## src/rtl/acc_fault_pkg.sv

```systemverilog
package acc_fault_pkg;

    typedef enum logic [1:0] {
        CAUSE_NONE   = 2'd0,
        CAUSE_PAGE   = 2'd1,
        CAUSE_USERIO = 2'd2,
        CAUSE_PRIV   = 2'd3
    } cause_t;

    typedef enum logic {
        ST_WATCH  = 1'b0,
        ST_SIGNAL = 1'b1
    } resp_state_t;

    typedef struct packed {
        logic [15:0] gen;
        logic [15:0] bs0;
        logic [15:0] bs1;
    } status_t;

    localparam logic [15:0] CLEARED_WORD = 16'hFFFF;
    localparam logic [1:0]  SZ_BYTE      = 2'b00;
    localparam logic [1:0]  SZ_WORD      = 2'b01;

endpackage

```

## src/rtl/acc_rule_eval.sv

```systemverilog
module acc_rule_eval
    import acc_fault_pkg::*;
#(
    parameter int ADDR_W   = 24,
    parameter int LOW_TOP  = 22,
    parameter int KERN_LO  = 19
) (
    input  logic [ADDR_W-1:KERN_LO] addr_hi,
    input  logic                    wr,
    input  logic                    sup,
    input  logic [2:0]              flags,
    output cause_t                  cause
);

    logic in_low;
    logic in_kern;

    // low space: all bits from LOW_TOP upward are zero
    assign in_low  = (addr_hi[ADDR_W-1:LOW_TOP] == '0);
    // kernel field: bits LOW_TOP down to KERN_LO all zero
    assign in_kern = (addr_hi[LOW_TOP:KERN_LO] == '0);

    always_comb begin
        if (in_low && (flags[1:0] == 2'b00)) begin
            cause = CAUSE_PAGE;
        end else if (sup) begin
            cause = CAUSE_NONE;
        end else if (!in_low) begin
            cause = CAUSE_USERIO;
        end else if (in_kern) begin
            cause = CAUSE_PRIV;
        end else if (wr && !flags[2]) begin
            cause = CAUSE_PRIV;
        end else begin
            cause = CAUSE_NONE;
        end
    end

endmodule

```

## src/rtl/acc_word_build.sv

```systemverilog
module acc_word_build
    import acc_fault_pkg::*;
#(
    parameter int ADDR_W = 24,
    parameter int DATA_W = 32
) (
    input  cause_t              cause,
    input  logic                valid,
    input  logic                dma,
    input  logic                wr,
    input  logic                pie,
    input  logic [1:0]          size,
    input  logic [ADDR_W-1:0]   addr,
    output status_t             words,
    output logic [DATA_W-1:0]   fill
);

    localparam int LANES = DATA_W / 8;

    logic [15:0] cause_bits;
    logic        deny_rd;

    always_comb begin
        unique case (cause)
            CAUSE_PAGE:   cause_bits = 16'h0BFF;
            CAUSE_USERIO: cause_bits = 16'h1AFF;
            CAUSE_PRIV:   cause_bits = 16'h1BFF;
            CAUSE_NONE:   cause_bits = CLEARED_WORD;
        endcase
    end

    always_comb begin
        words.gen = cause_bits
                  | (dma ? 16'hA000 : 16'h8000)
                  | (wr  ? 16'h0000 : 16'h4000)
                  | (pie ? 16'h0400 : 16'h0000);
        if (dma) begin
            words.bs0 = 16'h3C00;
        end else if (size == SZ_BYTE) begin
            words.bs0 = addr[0] ? 16'h7E00 : 16'h7D00;
        end else begin
            words.bs0 = 16'h7C00;
        end
        words.bs0 = words.bs0 | 16'(addr[ADDR_W-1:16]);
        words.bs1 = addr[15:0];
    end

    assign deny_rd = valid && (cause != CAUSE_NONE) && !wr;

    // one lane of fill per byte; lane 0 always, lane 1 for 16/32, rest for 32
    for (genvar b = 0; b < LANES; b++) begin : g_lane
        logic lane_on;
        if (b == 0) begin : g_first
            assign lane_on = 1'b1;
        end else if (b == 1) begin : g_second
            assign lane_on = (size != SZ_BYTE);
        end else begin : g_upper
            assign lane_on = size[1];
        end
        assign fill[b*8 +: 8] = {8{deny_rd && lane_on}};
    end

endmodule

```

## src/rtl/acc_capture_fsm.sv

```systemverilog
module acc_capture_fsm
    import acc_fault_pkg::*;
(
    input  logic    clk,
    input  logic    rst_n,
    input  logic    fire,
    input  logic    dma,
    input  logic    ee,
    input  logic    clr,
    input  status_t words,
    output status_t regs,
    output logic    bus_err,
    output logic    irq7
);

    resp_state_t state, nxt;
    logic        sig_dma;
    logic        sig_en;

    // state register
    always_ff @(posedge clk or negedge rst_n) begin
        if (!rst_n) begin
            state <= ST_WATCH;
        end else begin
            state <= nxt;
        end
    end

    // transitions: FAULT, REPEAT, RETURN
    always_comb begin
        unique case (state)
            ST_WATCH:  nxt = fire ? ST_SIGNAL : ST_WATCH;
            ST_SIGNAL: nxt = fire ? ST_SIGNAL : ST_WATCH;
        endcase
    end

    // capture of status words and response attributes
    always_ff @(posedge clk or negedge rst_n) begin
        if (!rst_n) begin
            regs    <= '{gen: CLEARED_WORD, bs0: CLEARED_WORD, bs1: CLEARED_WORD};
            sig_dma <= 1'b0;
            sig_en  <= 1'b0;
        end else if (fire) begin
            regs    <= words;
            sig_dma <= dma;
            sig_en  <= ee;
        end else if (clr) begin
            regs    <= '{gen: CLEARED_WORD, bs0: CLEARED_WORD, bs1: CLEARED_WORD};
        end
    end

    // outputs
    always_comb begin
        bus_err = 1'b0;
        irq7    = 1'b0;
        unique case (state)
            ST_WATCH: begin
                bus_err = 1'b0;
                irq7    = 1'b0;
            end
            ST_SIGNAL: begin
                bus_err = sig_en && !sig_dma;
                irq7    = sig_en && sig_dma;
            end
        endcase
    end

    assert_single_line_R9: assert property (@(posedge clk) disable iff (!rst_n)
        $onehot0({bus_err, irq7}));

    assert_pulse_source_R9: assert property (@(posedge clk) disable iff (!rst_n)
        (bus_err || irq7) |-> $past(fire && ee));

    assert_fault_wins_R11: assert property (@(posedge clk) disable iff (!rst_n)
        (fire && clr) |=> (regs.bs1 == $past(words.bs1)));

endmodule

```

## src/rtl/acc_fault_guard.sv

```systemverilog
module acc_fault_guard
    import acc_fault_pkg::*;
#(
    parameter int ADDR_W = 24,
    parameter int DATA_W = 32
) (
    input  logic              clk,
    input  logic              rst_n,
    input  logic              acc_valid,
    input  logic [ADDR_W-1:0] acc_addr,
    input  logic              acc_write,
    input  logic [1:0]        acc_size,
    input  logic              acc_super,
    input  logic [2:0]        pg_flags,
    input  logic              acc_dma,
    input  logic              err_en,
    input  logic              par_irq_en,
    input  logic              clr_stb,
    output logic              acc_denied,
    output logic [DATA_W-1:0] rd_fill,
    output logic [15:0]       gen_status,
    output logic [15:0]       bus_stat0,
    output logic [15:0]       bus_stat1,
    output logic              bus_err,
    output logic              irq7
);

    localparam int LOW_TOP = 22;
    localparam int KERN_LO = 19;

    cause_t  cause;
    status_t words;
    status_t regs;

    acc_rule_eval #(
        .ADDR_W  (ADDR_W),
        .LOW_TOP (LOW_TOP),
        .KERN_LO (KERN_LO)
    ) u_rules (
        .addr_hi (acc_addr[ADDR_W-1:KERN_LO]),
        .wr      (acc_write),
        .sup     (acc_super),
        .flags   (pg_flags),
        .cause   (cause)
    );

    assign acc_denied = acc_valid && (cause != CAUSE_NONE);

    acc_word_build #(
        .ADDR_W (ADDR_W),
        .DATA_W (DATA_W)
    ) u_words (
        .cause (cause),
        .valid (acc_valid),
        .dma   (acc_dma),
        .wr    (acc_write),
        .pie   (par_irq_en),
        .size  (acc_size),
        .addr  (acc_addr),
        .words (words),
        .fill  (rd_fill)
    );

    acc_capture_fsm u_capture (
        .clk     (clk),
        .rst_n   (rst_n),
        .fire    (acc_denied),
        .dma     (acc_dma),
        .ee      (err_en),
        .clr     (clr_stb),
        .words   (words),
        .regs    (regs),
        .bus_err (bus_err),
        .irq7    (irq7)
    );

    assign gen_status = regs.gen;
    assign bus_stat0  = regs.bs0;
    assign bus_stat1  = regs.bs1;

    assert_page_fault_R1: assert property (@(posedge clk) disable iff (!rst_n)
        (acc_valid && (acc_addr[ADDR_W-1:LOW_TOP] == '0) && (pg_flags[1:0] == 2'b00))
        |-> acc_denied);

    assert_super_allow_R2: assert property (@(posedge clk) disable iff (!rst_n)
        (acc_valid && acc_super && (pg_flags[1:0] != 2'b00)) |-> !acc_denied);

    assert_bus_low_R7: assert property (@(posedge clk) disable iff (!rst_n)
        acc_denied |=> (bus_stat1 == $past(acc_addr[15:0])));

    assert_fill_idle_R10: assert property (@(posedge clk) disable iff (!rst_n)
        !acc_denied |-> (rd_fill == '0));

    assert_clear_R11: assert property (@(posedge clk) disable iff (!rst_n)
        (clr_stb && !acc_denied) |=>
        ((gen_status == 16'hFFFF) && (bus_stat0 == 16'hFFFF) && (bus_stat1 == 16'hFFFF)));

    assert_hold_R12: assert property (@(posedge clk) disable iff (!rst_n)
        (!clr_stb && !acc_denied) |=>
        ($stable(gen_status) && $stable(bus_stat0) && $stable(bus_stat1)));

endmodule

```

## config.mk

```make
export PLATFORM = sky130hd
export DESIGN_NAME = acc_fault_guard
export DESIGN_NICKNAME = d
export VERILOG_FILES = /design/src/rtl/acc_fault_pkg.sv /design/src/rtl/acc_rule_eval.sv /design/src/rtl/acc_word_build.sv /design/src/rtl/acc_capture_fsm.sv /design/src/rtl/acc_fault_guard.sv
export SDC_FILE = /design/constraint.sdc
export NUM_CORES = 1
export LEC_CHECK = 0
export ABC_AREA = 1
export BUFFER_PORTS_ARGS = -buffer_cell sky130_fd_sc_hd__buf_2
export CAP_MARGIN = 20
export CELL_PAD_IN_SITES_DETAIL_PLACEMENT = 1
export CELL_PAD_IN_SITES_GLOBAL_PLACEMENT = 1
export CORE_ASPECT_RATIO = 0.7
export CORE_MARGIN = 1.5
export CORE_UTILIZATION = 37
export DETAILED_ROUTE_END_ITERATION = 8
export PLACE_DENSITY_LB_ADDON = 0.25
export SLEW_MARGIN = 20
export SYNTH_ARGS = -nofsm -noshare
export SYNTH_HDL_FRONTEND = slang
export SYNTH_HIERARCHICAL = 1
export SYNTH_SLANG_ARGS = --single-unit
```

## constraint.sdc

```tcl
create_clock -name clk -period 5 [get_ports clk]
set_input_delay 1 -clock clk [delete_from_list [all_inputs] [get_ports clk]]
set_output_delay 1 -clock clk [all_outputs]
set_load 0.01 [all_outputs]
```

# After elaboration in Yosys (flattened, before gate mapping)
# Cells that the tools add are included.
[op_classes] eq_ne=3 muxes=17 bitwise=5 n_reduce_logical=19
[ops] op="48-bit 2-to-1 mux" n=2
[ops] op="16-bit case mux with 4 select lines" n=1
[ops] op="16-bit OR" n=3
[ops] op="16-bit 2-to-1 mux" n=2
[ops] op="16-bit by 8-bit OR with 16-bit output" n=1
[ops] op="15-bit 2-to-1 mux" n=1
[ops] op="14-bit 2-to-1 mux" n=1
[ops] op="11-bit 2-to-1 mux" n=1
[ops] op="10-bit 2-to-1 mux" n=1
[ops] op="2-bit 2-to-1 mux" n=5
[ops] op="1-bit logical AND" n=8
[ops] op="2-bit logical NOT" n=4
[ops] op="2-bit nonzero test" n=3
[ops] op="2-bit == test (second input constant)" n=2
[ops] op="4-bit logical NOT" n=1
[ops] op="1-bit case mux with 2 select lines" n=2
[ops] op="1-bit logical NOT" n=3
[ops] op="2-bit by 1-bit == test with 1-bit output (second input constant)" n=1
[ops] op="1-bit 2-to-1 mux" n=1
[ops] op="1-bit inverter" n=1
[totals] regBits=51 inputBits=38 wordCells=50

# Longest topological paths before layout
[depth] depth_word=13 ltp_mapped=14 ltp_nobuf=12

# Modules after synthesis
# Netlist, hierarchy kept.
[modules_own_cells] module="acc_capture_fsm" instances=1 cells_per_inst=320 area_each_um2=2402.3 seq_area_each_um2=1336.3
[modules_own_cells] module="acc_word_build" instances=1 cells_per_inst=94 area_each_um2=640.6 seq_area_each_um2=0.0
[modules_own_cells] module="acc_rule_eval" instances=1 cells_per_inst=16 area_each_um2=63.8 seq_area_each_um2=0.0
[modules_own_cells] module="acc_fault_guard" instances=1 cells_per_inst=3 area_each_um2=11.3 seq_area_each_um2=0.0

# Worst setup path after synthesis
# OpenSTA, ideal clock, no wires.
[synth_path] kind="input-to-output" start="input port acc_addr[19]" end="output port rd_fill[17]" t_arrival_ps=2140 t_required_ps=4000 setup_slack_ps=1860 cell_stages=10 cell_sequence="nor2_1 > nand2_1 > nand2_1 > nand2_1 > nand2_1 > inv_2 > nand2_4 > nand2_4 > nor2_2 > buf_4"
[synth_via] elab_chain_len=9
[synth_lines] element="start: declaration" line="acc_fault_guard.sv:10" source="input logic [ADDR_W-1:0] acc_addr,"
[synth_lines] element="4-bit logical NOT" line="acc_rule_eval.sv:21" source="assign in_kern = (addr_hi[LOW_TOP:KERN_LO] == '0);"
[synth_lines] element="2-bit 2-to-1 mux" line="acc_rule_eval.sv:30" source="end else if (in_kern) begin"
[synth_lines] element="2-bit 2-to-1 mux" line="acc_rule_eval.sv:28" source="end else if (!in_low) begin"
[synth_lines] element="2-bit 2-to-1 mux" line="acc_rule_eval.sv:26" source="end else if (sup) begin"
[synth_lines] element="2-bit 2-to-1 mux" line="acc_rule_eval.sv:24" source="if (in_low && (flags[1:0] == 2'b00)) begin"
[synth_lines] element="named net cause[0]" line="acc_fault_guard.sv:31" source="cause_t cause;"
[synth_lines] element="2-bit nonzero test" line="acc_word_build.sv:48" source="assign deny_rd = valid && (cause != CAUSE_NONE) && !wr;"
[synth_lines] element="1-bit logical AND (2 in series)" line="acc_word_build.sv:48"
[synth_lines] element="1-bit logical AND" line="acc_word_build.sv:60" source="assign fill[b*8 +: 8] = {8{deny_rd && lane_on}};"
[synth_lines] element="end: declaration" line="acc_fault_guard.sv:20" source="output logic [DATA_W-1:0] rd_fill,"
# The timed path passes the listed nets, and every way through them passes these cells.

# Final worst setup path
[layout_path] start="input port acc_addr[23]" end="output port acc_denied"
[layout_via] elab_chain_len=6 elab_cells_between_ends=7 classes_between="mux (3); reduce/logical (4)"
[layout_lines] element="2-bit logical NOT *" line="acc_rule_eval.sv:19" source="assign in_low = (addr_hi[ADDR_W-1:LOW_TOP] == '0);"
[layout_lines] element="2-bit 2-to-1 mux" line="acc_rule_eval.sv:28"
[layout_lines] element="2-bit 2-to-1 mux" line="acc_rule_eval.sv:26"
[layout_lines] element="2-bit 2-to-1 mux *" line="acc_rule_eval.sv:24"
[layout_lines] element="named net cause[0]" line="acc_fault_guard.sv:31"
[layout_lines] element="2-bit nonzero test *" line="acc_fault_guard.sv:47" source="assign acc_denied = acc_valid && (cause != CAUSE_NONE);"
[layout_lines] element="1-bit logical AND *" line="acc_fault_guard.sv:47"
[layout_lines] element="end: declaration" line="acc_fault_guard.sv:19" source="output logic acc_denied,"
# The timed path passes the listed nets; every way through them passes the cells marked *.

==> out/results.tsv <==
metric	value	unit
most frequent cells in the layout	210 x nand2_1, 120 x buf_2, 58 x inv_1	
Worst Hold Class	flop to flop	
R2R depth	2	
P per Cell Area	319.5	nW/um2
status	finished, final reports clean	
GRT Overall Usage	0.1641	
die area	8996	um2
# port buffers	120	
critical path type	primary input to primary output	
DR vias	2440	
CTS tree	yes	
crit path launch type	primary input	
starting density of the core	0.3894	
Slew HR	0.4075	
Post-CTS Hold Fix Bufs	0	
WL/cell	11.99	um
DP Worst Slack	1.300	ns
LEAKAGE	2.190	nW
Synth Warn #	6	
clk_skew	0	ns
IO Count	121	
initial antenna violation count	0	
CTS sink cnt	51	
FP Rows	27	
Post-Syn Area	3118	um2
layout cell share with drive strength beyond 1	0.3902	
initial drt markers	79	
Mapped Cells	433	
worst slew pin tran	0.8857	ns
grt ovf	0	
Die W	112.7	um
RSZ-0062 raised after global routing	false	
Critical Path RT	4.00	ns
Final ANT Viol Nets	0	
Slew Limit Fails	0	
synth top area cells	dfstp_2 40%, nand2_1 25%, buf_4 18%	
via/cell ratio	4.115	
Synth top area share	0.4045	
Fmax achieved	294.7	MHz
Hold Crit Depth	2	
first-pass iteration count of the detailed router	4	
commonest non-fill, non-tap cell in the layout	nand2_1	
final WL	7.109	mm
CP max stage cell	nor2_4	
TritonCTS buffer count	5	
first-pass GRT wire length	11.90	mm
CP peak stage delay	0.53	ns
Worst Setup End Kind	primary output	
CTS clk-pin slew, worst paths	0.07	ns
Die Span Y	79.81	um
synth unique cells	18	
Hold Vio Cnt, Final	0	
final worst slack	1.607	ns
CP cell instances	buf_2 > nor3_1 > nand2_1 > nand2_1 > nor2_1 > nor2_4 > buf_2	
htree depth	2	
maxcap violations	0	
diode count	0	
largest net degree at the start of global routing	52	
fill cell count	1080	
core area	8006	um2
setup TNS	0	ns
Setup Fix Bufs, Post-CTS	0	
Clock Tree Buf Depth	2	
register area share after synthesis	0.4286	
# resized after CTS	0	
mean post-synth cell area	7.201	um2
Area Growth Syn to Fin	11.52	%
Root Buffer	clkbuf_16	
Clock Latency Late Sink	0.28	ns
post-synth top area cell	dfstp_2	
Total Nets Final	529	
critical path fanouts, max	30	
VDD IR-drop max	0.1650	mV
final setup violation count	0	
Seq cells post-synth	51	
Period minus WS final	3.393	ns
vias in the first global route	2511	
detailed placement HPWL	5.141	mm
Worst EP arrival	2.39	ns
Remaining DRCs	0	
Routability Congestion	0.7323	
final core utilization	0.4343	
final period utilization	0.6786	
## cell type report
cell class	instances	area, um2	share of cell area
flip-flops and latches	51	1336	0.3843
clock inverters	1	7.507	0.002159
multi-input cells	248	978.4	0.2814
well taps	101	126.4	0.03634
inverters	62	232.7	0.06693
clock buffers	7	152.6	0.04390
repair buffers	123	643.1	0.1850
## worst max-delay path: cells and delay by family
family	cells	cell delay [ns]
AND/OR/NAND/NOR	5	1.02
buffers and inverters	2	0.37
## final timing paths
path / startpoint / end / slack (ns)
hold / removal: u_capture/regs[35] / u_capture/regs[35] / 0.46
setup reg to reg: u_capture/regs[0] / u_capture/regs[0] / 4.20
setup / recovery: acc_addr[23] / acc_denied / 1.61
hold reg to reg: u_capture/regs[35] / u_capture/regs[35] / 0.46
min in group asynchronous: rst_n / u_capture/state / 0.85
max in group asynchronous: rst_n / u_capture/sig_dma / 3.73
## Yosys cell counts, drive strengths merged
| cell | n |
|---|---|
| a21oi | 1 |
| nand3 | 1 |
| dfrtp | 3 |
| nand2 | 213 |
| clkbuf | 1 |
| o21ai | 1 |
| dfstp | 48 |
| buf | 85 |
| inv | 62 |
| nor2 | 15 |
| conb | 2 |
| nor3 | 1 |
## flip-flops by register name, indices dropped and copies added, names as in the netlist
| register | flops |
|---|---|
| u_capture/regs | 48 |
| u_capture/sig_dma | 1 |
| u_capture/sig_en | 1 |
| u_capture/state | 1 |
## through the flow
stage               cells  power, mW  area (um2)  hold WS [ns]
floorplan             447     0.6890        3171        0.4409
global placement      584     0.7480        3289        0.4542
detailed placement    585     0.7602        3317        0.4557
CTS                   593      1.135        3477        0.4688
global route          593      1.183        3477        0.4821
finish                593      1.111        3477        0.4648
## where the power goes
group	internal [mW]	leakage (nW)	switching [mW]
Sequential	0.492	0.544	0.0246
Clock	0.213	0.0761	0.149
Combinational	0.0865	1.57	0.146
## routing by layer
layer  routed length [um]  vias to the layer above  track usage
met5                    0                        -            0
met4                   19                        0      0.02785
met3                  331                        2      0.03797
met2                 3616                       46       0.3012
met1                 3141                     1135       0.2004
li1                     -                     1257            -
## cell families after synthesis
group                  synth area share
and+or+nand+nor                  0.2881
AOI/OAI and AO/OA              0.003207
DFF                              0.4286
buffers and inverters            0.2777
other                          0.002409
(Power assumes the default switching activity.)
